**config.mk**
```make
export PLATFORM = sky130hd
export DESIGN_NAME = dtmf_pair_decoder
export DESIGN_NICKNAME = d
export VERILOG_FILES = /design/src/rtl/dtmf_pkg.sv /design/src/rtl/tone_edge_sync.sv /design/src/rtl/tone_group_classifier.sv /design/src/rtl/dtmf_pair_decoder.sv
export SDC_FILE = /design/constraint.sdc
export NUM_CORES = 1
export LEC_CHECK = 0
export BUFFER_PORTS_ARGS = -buffer_cell sky130_fd_sc_hd__buf_2
export CELL_PAD_IN_SITES_DETAIL_PLACEMENT = 2
export CELL_PAD_IN_SITES_GLOBAL_PLACEMENT = 2
export CORE_ASPECT_RATIO = 1.2
export CORE_MARGIN = 1
export CORE_UTILIZATION = 37
export CTS_BUF_LIST = sky130_fd_sc_hd__clkbuf_2
export DETAILED_ROUTE_END_ITERATION = 7
export GPL_ROUTABILITY_DRIVEN = 0
export MAX_ROUTING_LAYER = met4
export PLACE_DENSITY_LB_ADDON = 0.05
export SLEW_MARGIN = 20
export SYNTH_ARGS = -nofsm -noshare
export SYNTH_HDL_FRONTEND = slang
export SYNTH_SLANG_ARGS = --single-unit
```
**constraint.sdc**
```tcl
create_clock -name clk -period 2.55 [get_ports clk]
set_clock_uncertainty 0.05 [all_clocks]
set_input_delay 0.255 -clock clk [delete_from_list [all_inputs] [get_ports clk]]
set_output_delay 0.255 -clock clk [all_outputs]
set_load 0.03 [all_outputs]
```
**src/rtl/dtmf_pkg.sv**
```systemverilog
package dtmf_pkg;

  // Nominal tone in Hz, index 0..3 ascending within its group.
  function automatic int tone_hz(input bit high_group, input int idx);
    int f;
    if (!high_group) begin
      case (idx)
        0: f = 697;
        1: f = 770;
        2: f = 852;
        default: f = 941;
      endcase
    end else begin
      case (idx)
        0: f = 1209;
        1: f = 1336;
        2: f = 1477;
        default: f = 1633;
      endcase
    end
    return f;
  endfunction

  // Shortest period accepted: frequency up by 1/40.
  function automatic int win_min(input int clk_hz, input int f);
    return int'((longint'(clk_hz) * 40) / (longint'(f) * 41));
  endfunction

  // Longest period accepted: frequency down by 1/40.
  function automatic int win_max(input int clk_hz, input int f);
    return int'((longint'(clk_hz) * 40) / (longint'(f) * 39));
  endfunction

  // Silence limit: lowest tone's period stretched by 3.5%.
  function automatic int silence_limit(input int clk_hz, input int f);
    return int'((longint'(clk_hz) * 1035) / (longint'(f) * 1000));
  endfunction

  // Keypad code from row (low tone) and column (high tone).
  function automatic logic [3:0] pair_code(input logic [1:0] row, input logic [1:0] col);
    logic [3:0] c;
    if (col == 2'd3)       c = (row == 2'd3) ? 4'd0 : 4'd13 + {2'b00, row};
    else if (row != 2'd3)  c = 4'd1 + {2'b00, row} * 4'd3 + {2'b00, col};
    else begin
      case (col)
        2'd0:    c = 4'd11;
        2'd1:    c = 4'd10;
        default: c = 4'd12;
      endcase
    end
    return c;
  endfunction

endpackage

```
**src/rtl/tone_edge_sync.sv**
```systemverilog
module tone_edge_sync (
  input  logic clk,
  input  logic rst_n,
  input  logic sq_in,
  output logic rise
);
  logic meta_q, sync_q, prev_q;

  always_ff @(posedge clk or negedge rst_n) begin
    if (!rst_n) begin
      meta_q <= 1'b0;
      sync_q <= 1'b0;
      prev_q <= 1'b0;
    end else begin
      meta_q <= sq_in;
      sync_q <= meta_q;
      prev_q <= sync_q;
    end
  end

  assign rise = sync_q & ~prev_q;
endmodule

```
**src/rtl/tone_group_classifier.sv**
```systemverilog
module tone_group_classifier
  import dtmf_pkg::*;
#(
  parameter int CLK_HZ     = 3579545,
  parameter int MATCH_N    = 4,
  parameter bit HIGH_GROUP = 1'b0
) (
  input  logic       clk,
  input  logic       rst_n,
  input  logic       rise,
  output logic       valid,
  output logic [1:0] idx
);
  localparam int TMO    = silence_limit(CLK_HZ, tone_hz(HIGH_GROUP, 0));
  localparam int CW     = $clog2(TMO + 1);
  localparam int RW     = $clog2(MATCH_N + 1);
  localparam int NTONES = 4;

  logic [CW-1:0] cnt;
  logic          armed;
  logic [RW-1:0] run;
  logic [1:0]    last;
  logic          valid_q;

  logic [NTONES-1:0] hit_vec;
  logic              hit;
  logic [1:0]        hit_idx;
  logic              measure_evt;
  logic              tmo_evt;
  logic              same_tone;
  logic [RW-1:0]     run_next;

  for (genvar i = 0; i < NTONES; i++) begin : g_win
    localparam int PMIN = win_min(CLK_HZ, tone_hz(HIGH_GROUP, i));
    localparam int PMAX = win_max(CLK_HZ, tone_hz(HIGH_GROUP, i));
    assign hit_vec[i] = (cnt >= CW'(PMIN)) && (cnt <= CW'(PMAX));
  end

  always_comb begin
    hit_idx = 2'd0;
    for (int i = NTONES - 1; i >= 0; i--)
      if (hit_vec[i]) hit_idx = 2'(i);
  end

  assign hit         = |hit_vec;
  assign measure_evt = rise && armed;
  assign tmo_evt     = !rise && armed && (cnt >= CW'(TMO));
  assign same_tone   = (run != '0) && (hit_idx == last);
  assign run_next    = !same_tone ? RW'(1) :
                       (run == RW'(MATCH_N)) ? run : run + RW'(1);

  always_ff @(posedge clk or negedge rst_n) begin
    if (!rst_n) begin
      cnt     <= '0;
      armed   <= 1'b0;
      run     <= '0;
      last    <= 2'd0;
      valid_q <= 1'b0;
    end else if (rise) begin
      cnt   <= CW'(1);
      armed <= 1'b1;
      if (armed) begin
        if (hit) begin
          run     <= run_next;
          last    <= hit_idx;
          valid_q <= (run_next == RW'(MATCH_N));
        end else begin
          run     <= '0;
          valid_q <= 1'b0;
        end
      end
    end else if (tmo_evt) begin
      armed   <= 1'b0;
      run     <= '0;
      valid_q <= 1'b0;
    end else if (cnt < CW'(TMO)) begin
      cnt <= cnt + CW'(1);
    end
  end

  assign valid = valid_q;
  assign idx   = last;

  // a stray period clears validity on the next clock
  a_r5_stray_clears: assert property (@(posedge clk) disable iff (!rst_n)
    measure_evt && !hit |=> !valid);

  // silence past the limit clears validity
  a_r6_silence_clears: assert property (@(posedge clk) disable iff (!rst_n)
    tmo_evt |=> !valid);

  // validity only appears after a measured period that hit a window
  a_r3_rise_on_hit: assert property (@(posedge clk) disable iff (!rst_n)
    $rose(valid) |-> $past(measure_evt && hit));

  // a period in another tone's window drops validity
  a_r4_switch_drops: assert property (@(posedge clk) disable iff (!rst_n)
    (MATCH_N > 1) && measure_evt && hit && valid && (hit_idx != last) |=> !valid);
endmodule

```
**src/rtl/dtmf_pair_decoder.sv**
```systemverilog
module dtmf_pair_decoder
  import dtmf_pkg::*;
#(
  parameter int CLK_HZ  = 3579545,
  parameter int MATCH_N = 4
) (
  input  logic       clk,
  input  logic       rst_n,
  input  logic       lo_sq,
  input  logic       hi_sq,
  output logic       sig_cond,
  output logic [3:0] key
);
  logic       lo_rise, hi_rise;
  logic       lo_valid, hi_valid;
  logic [1:0] lo_idx, hi_idx;

  tone_edge_sync u_lo_sync (.clk(clk), .rst_n(rst_n), .sq_in(lo_sq), .rise(lo_rise));
  tone_edge_sync u_hi_sync (.clk(clk), .rst_n(rst_n), .sq_in(hi_sq), .rise(hi_rise));

  tone_group_classifier #(.CLK_HZ(CLK_HZ), .MATCH_N(MATCH_N), .HIGH_GROUP(1'b0)) u_lo_grp (
    .clk(clk), .rst_n(rst_n), .rise(lo_rise), .valid(lo_valid), .idx(lo_idx));

  tone_group_classifier #(.CLK_HZ(CLK_HZ), .MATCH_N(MATCH_N), .HIGH_GROUP(1'b1)) u_hi_grp (
    .clk(clk), .rst_n(rst_n), .rise(hi_rise), .valid(hi_valid), .idx(hi_idx));

  assign sig_cond = lo_valid & hi_valid;
  assign key      = sig_cond ? pair_code(lo_idx, hi_idx) : 4'd0;

  // a held tone pair holds its key
  a_r8_key_hold: assert property (@(posedge clk) disable iff (!rst_n)
    sig_cond && $past(sig_cond) && $stable(lo_idx) && $stable(hi_idx) |-> $stable(key));

  // losing either group drops the signal condition at once
  a_r7_drop_either: assert property (@(posedge clk) disable iff (!rst_n)
    $fell(lo_valid) || $fell(hi_valid) |-> !sig_cond);
endmodule

```
==> run summary <==
The global routing's busiest layer is met2. Clock tree synthesis inserted a total of 5 buffers. The die span in x came out at 87.22 um. The critical path is of the reg -> out type. The first global-routing pass estimated 16.41 mm of wire. Setup repair after global routing could not meet its margin everywhere. The dominant cell type by area after synthesis is dfrtp_1.

The total inserted antenna cells is 0. The post-synthesis net count is 397. The largest buffer count on any clock path came out at 2.

Data arrives at the worst endpoint at 2400 ps. The post-route core utilization came out at 0.4749. The row count is 36.

The final count of negative-setup-slack endpoints is 4. The minimum clock period after layout is 2708 ps. The starting utilization of the core area is 0.3890.

The flop and latch count out of synthesis came out at 45. The endpoint kind of the worst setup timing path is an output pin. The run finished, with violations left. For met2 alone, demand over resource in global routing was 0.4218. After synthesis, the share of flip-flops with an asynchronous set or reset is 1.000. The wire length reported by the detailed router is 10.95 mm. The final reports fail on negative setup slack. Yosys attributes the largest share of cell area to dfrtp_1, ha_1, nor2_1, xnor2_1, nand2_1. The total placed cells including tap cells is 519. In this run the tool buffered the top-level ports with 8 buffer cells. The number of enable flip-flop cells after synthesis came out at 0. The maximum fanout along the worst path came out at 2. The share of synthesized area in the top cell type comes to 0.3492. The y dimension of the die is approximately 100 um. Dividing total power by cell area gives a power density of 493.3 nW/um2. The first-pass iteration count of the detailed router came out at 4. The maximum number of pins on one net before global-route repair came out at 30.

The total negative slack for setup checks is -362.3 ps. The detailed-placement wirelength estimate came out at 7.570 mm. The number of antenna violations at the first check in global routing is 0. In the global route stage, met1 resource usage came out at 0.2849.

At the pin with the least slew margin, the transition time is 481.1 ps. The mean routed wirelength per cell is a little over 20 um. The total routing resource utilization after global routing came out at 0.2370. The post-route non-filler standard cell count came out at 543. The insertion delay to the later sink of the worst-skew pair came out at between 400 and 500 ps. The CTS clock-pin slew for the worst setup and hold paths is 240 ps. The tool flagged a number of max-cap violations equal to 0.

The relative slew slack is 0.6768. The hold violation total from the final report is 0. The overall via count from detail_route is 3063. STA classifies the critical path startpoint as a flop. The final antenna-violating net count came out at 0.

The met3 usage in global routing is 0.01825. The floorplan step defined a die boundary enclosing about 9000 um2. The path depth of the worst reg2reg path came out at 8.

The reg-to-reg setup timing slack is 0 ps. The layout overhead on the synthesized area came out at 22.08%. The number of cells produced by synthesis came out at 376. The TritonCTS clock tree is built. Yosys mapped the design onto 68 distinct sky130hd cell types. The I/O pin count came out at 9. The clock net in this run drives a total of 45 sinks. The cell with the most instances after synthesis is dfrtp_1.

The final net count is 449. The cell leakage power is 0.001702 uW. The required time reported for the critical path endpoint is 2250 ps.

The startpoint identified for the worst register-to-register timing path is u_lo_grp.cnt[1]. For this run, the top clock speed supported by timing is 369.3 MHz. In this run, the number of DRC markers left after iteration 0 of detailed routing was 88. The final setup slack of the worst path came out at -157.7 ps. The number of H-tree levels came out at 2. The core outline area is 8288 um2. During synthesis, Yosys emitted a total of 0 warnings. The area of the mapped netlist came out at 3224 um2. The post-route clock period utilization is 1.062.

Of the cells placed in the final design, the portion with a size suffix greater than 1 is 0.2424. The total global routing overflow came out at 0. The total DRC errors in the routed layout is 0. The post-synthesis average cell area is 8.575 um2. The endpoint identified for the worst register-to-register timing path is u_lo_grp.run[0]. The portion of the post-synthesis area used by sequential elements is 0.3492. The highest ir drop seen on vdd came out at 0.0003114 V.

CTS placed an instance of clkbuf_2 at the clock tree root. The number of slew-limit violations in the final report came out at 0. The min-delay analysis places its worst path in the category in -> async. The via density per instance is 5.641. The most used flip-flop cell after synthesis is dfrtp_1. Sorting the synthesized cells by how often they occur yields dfrtp_1, nor2_1, nand2_1. The number of global-route vias before repair came to between 3000 and 4000.
[cells by family after synthesis]
family	after synthesis	synth area share
mux	2	0.006597
buf+inv	41	0.05937
xor+xnor	23	0.06247
compound gates	96	0.2146
flops	45	0.3492
simple gates	152	0.2371
fa+ha+maj	17	0.07063
[what timing repair did]
item,in CTS,in global routing
endpoints found under the setup margin,4,10
cloned,0,0
resized for setup,8,27
pin swaps,4,18
setup buffers,0,13
endpoints found under the hold margin,18,0
hold buffers,3,0
[worst max-delay path: stages, from the launching register on]
cell and delay, ps:
dfrtp_1 460, fa_1 610, ha_1 260, a21oi_2 120, nor2b_1 60, a2111oi_2 240, a311oi_2 70, buf_4 180
[flip-flops by register name, summed over array words and instances, names as in the netlist, 2 cells and up]
signal	flops
u_hi_grp.run	3
u_hi_grp.idx	2
u_lo_grp.run	3
u_lo_grp.idx	2
u_lo_grp.cnt	13
u_hi_grp.cnt	12
[per-stage QoR]
| step | power, uW | worst slack, ps | hold slack [ps] | cell area, um2 |
|---|---|---|---|---|
| 5_1_grt | 2041 | -274.7 | 218.4 | 3936 |
| 3_5_place_dp | 1368 | -26.22 | 160.5 | 3616 |
| 2_1_floorplan | 1180 | 69.35 | -90.59 | 3231 |
| 6_report | 1942 | -157.7 | 209.7 | 3936 |
| 3_3_place_gp | 1337 | 65.57 | 149.6 | 3616 |
| 4_1_cts | 1801 | -187.0 | 194.8 | 3734 |
[worst max path at each step]
stage	startpoint	to	slack (ps)	cells after the start
floorplan	u_lo_grp.cnt[0]	u_lo_grp.valid	70	8
global placement	u_lo_grp.cnt[0]	u_lo_grp.valid	70	8
detailed placement	u_lo_grp.cnt[2]	u_lo_grp.valid	-30	7
CTS	u_lo_grp.idx[1]	key[3]	-190	7
global route	u_lo_grp.idx[1]	key[3]	-270	7
finish	u_lo_grp.idx[1]	key[3]	-160	7
[metal layers]
metal | routed length (um) | vias up
met5 | 0 | -
met1 | 4603 | 1553
met4 | 234 | 0
met3 | 190 | 16
li1 | - | 1451
met2 | 5919 | 43
[power breakdown]
part | internal (uW) | switching [uW] | total (uW)
Combinational | 321 | 352 | 673
Sequential | 773 | 79.4 | 852
Clock | 172 | 244 | 416
[cell type report]
type,instances,area [um2]
clock buffer,6,30.03
clock inverter,2,38.79
fill,921,4352
inverter,19,71.32
multi-input combinational,290,2008
sequential,45,1131
tap,114,142.6
timing repair buffer,67,514.2
[cell usage in the layout, fill, tap and decap left out, types with 3 or more instances in the layout]
master / Yosys / routed
nor2_1: 42 / 42
nand3_1: 11 / 10
a21oi_1: 19 / 17
nor3b_1: 3 / 3
o211ai_1: 7 / 7
dlygate4sd3_1: 0 / 3
or3_1: 8 / 8
nor3_1: 13 / 11
nand2b_1: 7 / 7
and3_1: 3 / 3
dfrtp_1: 45 / 41
a31oi_1: 10 / 8
xnor2_1: 18 / 17
clkbuf_2: 0 / 6
nand2_1: 37 / 36
nor2b_1: 4 / 4
inv_1: 19 / 19
buf_6: 3 / 5
xor2_1: 5 / 5
o31ai_1: 5 / 4
ha_1: 15 / 13
a21o_1: 3 / 3
a22o_1: 3 / 3
o21ai_0: 14 / 13
nor4_1: 5 / 5
nand4_1: 5 / 5
buf_2: 6 / 6
dfrtp_2: 0 / 4
buf_4: 2 / 53
Note: power is estimated with default switching activity, not from simulation.
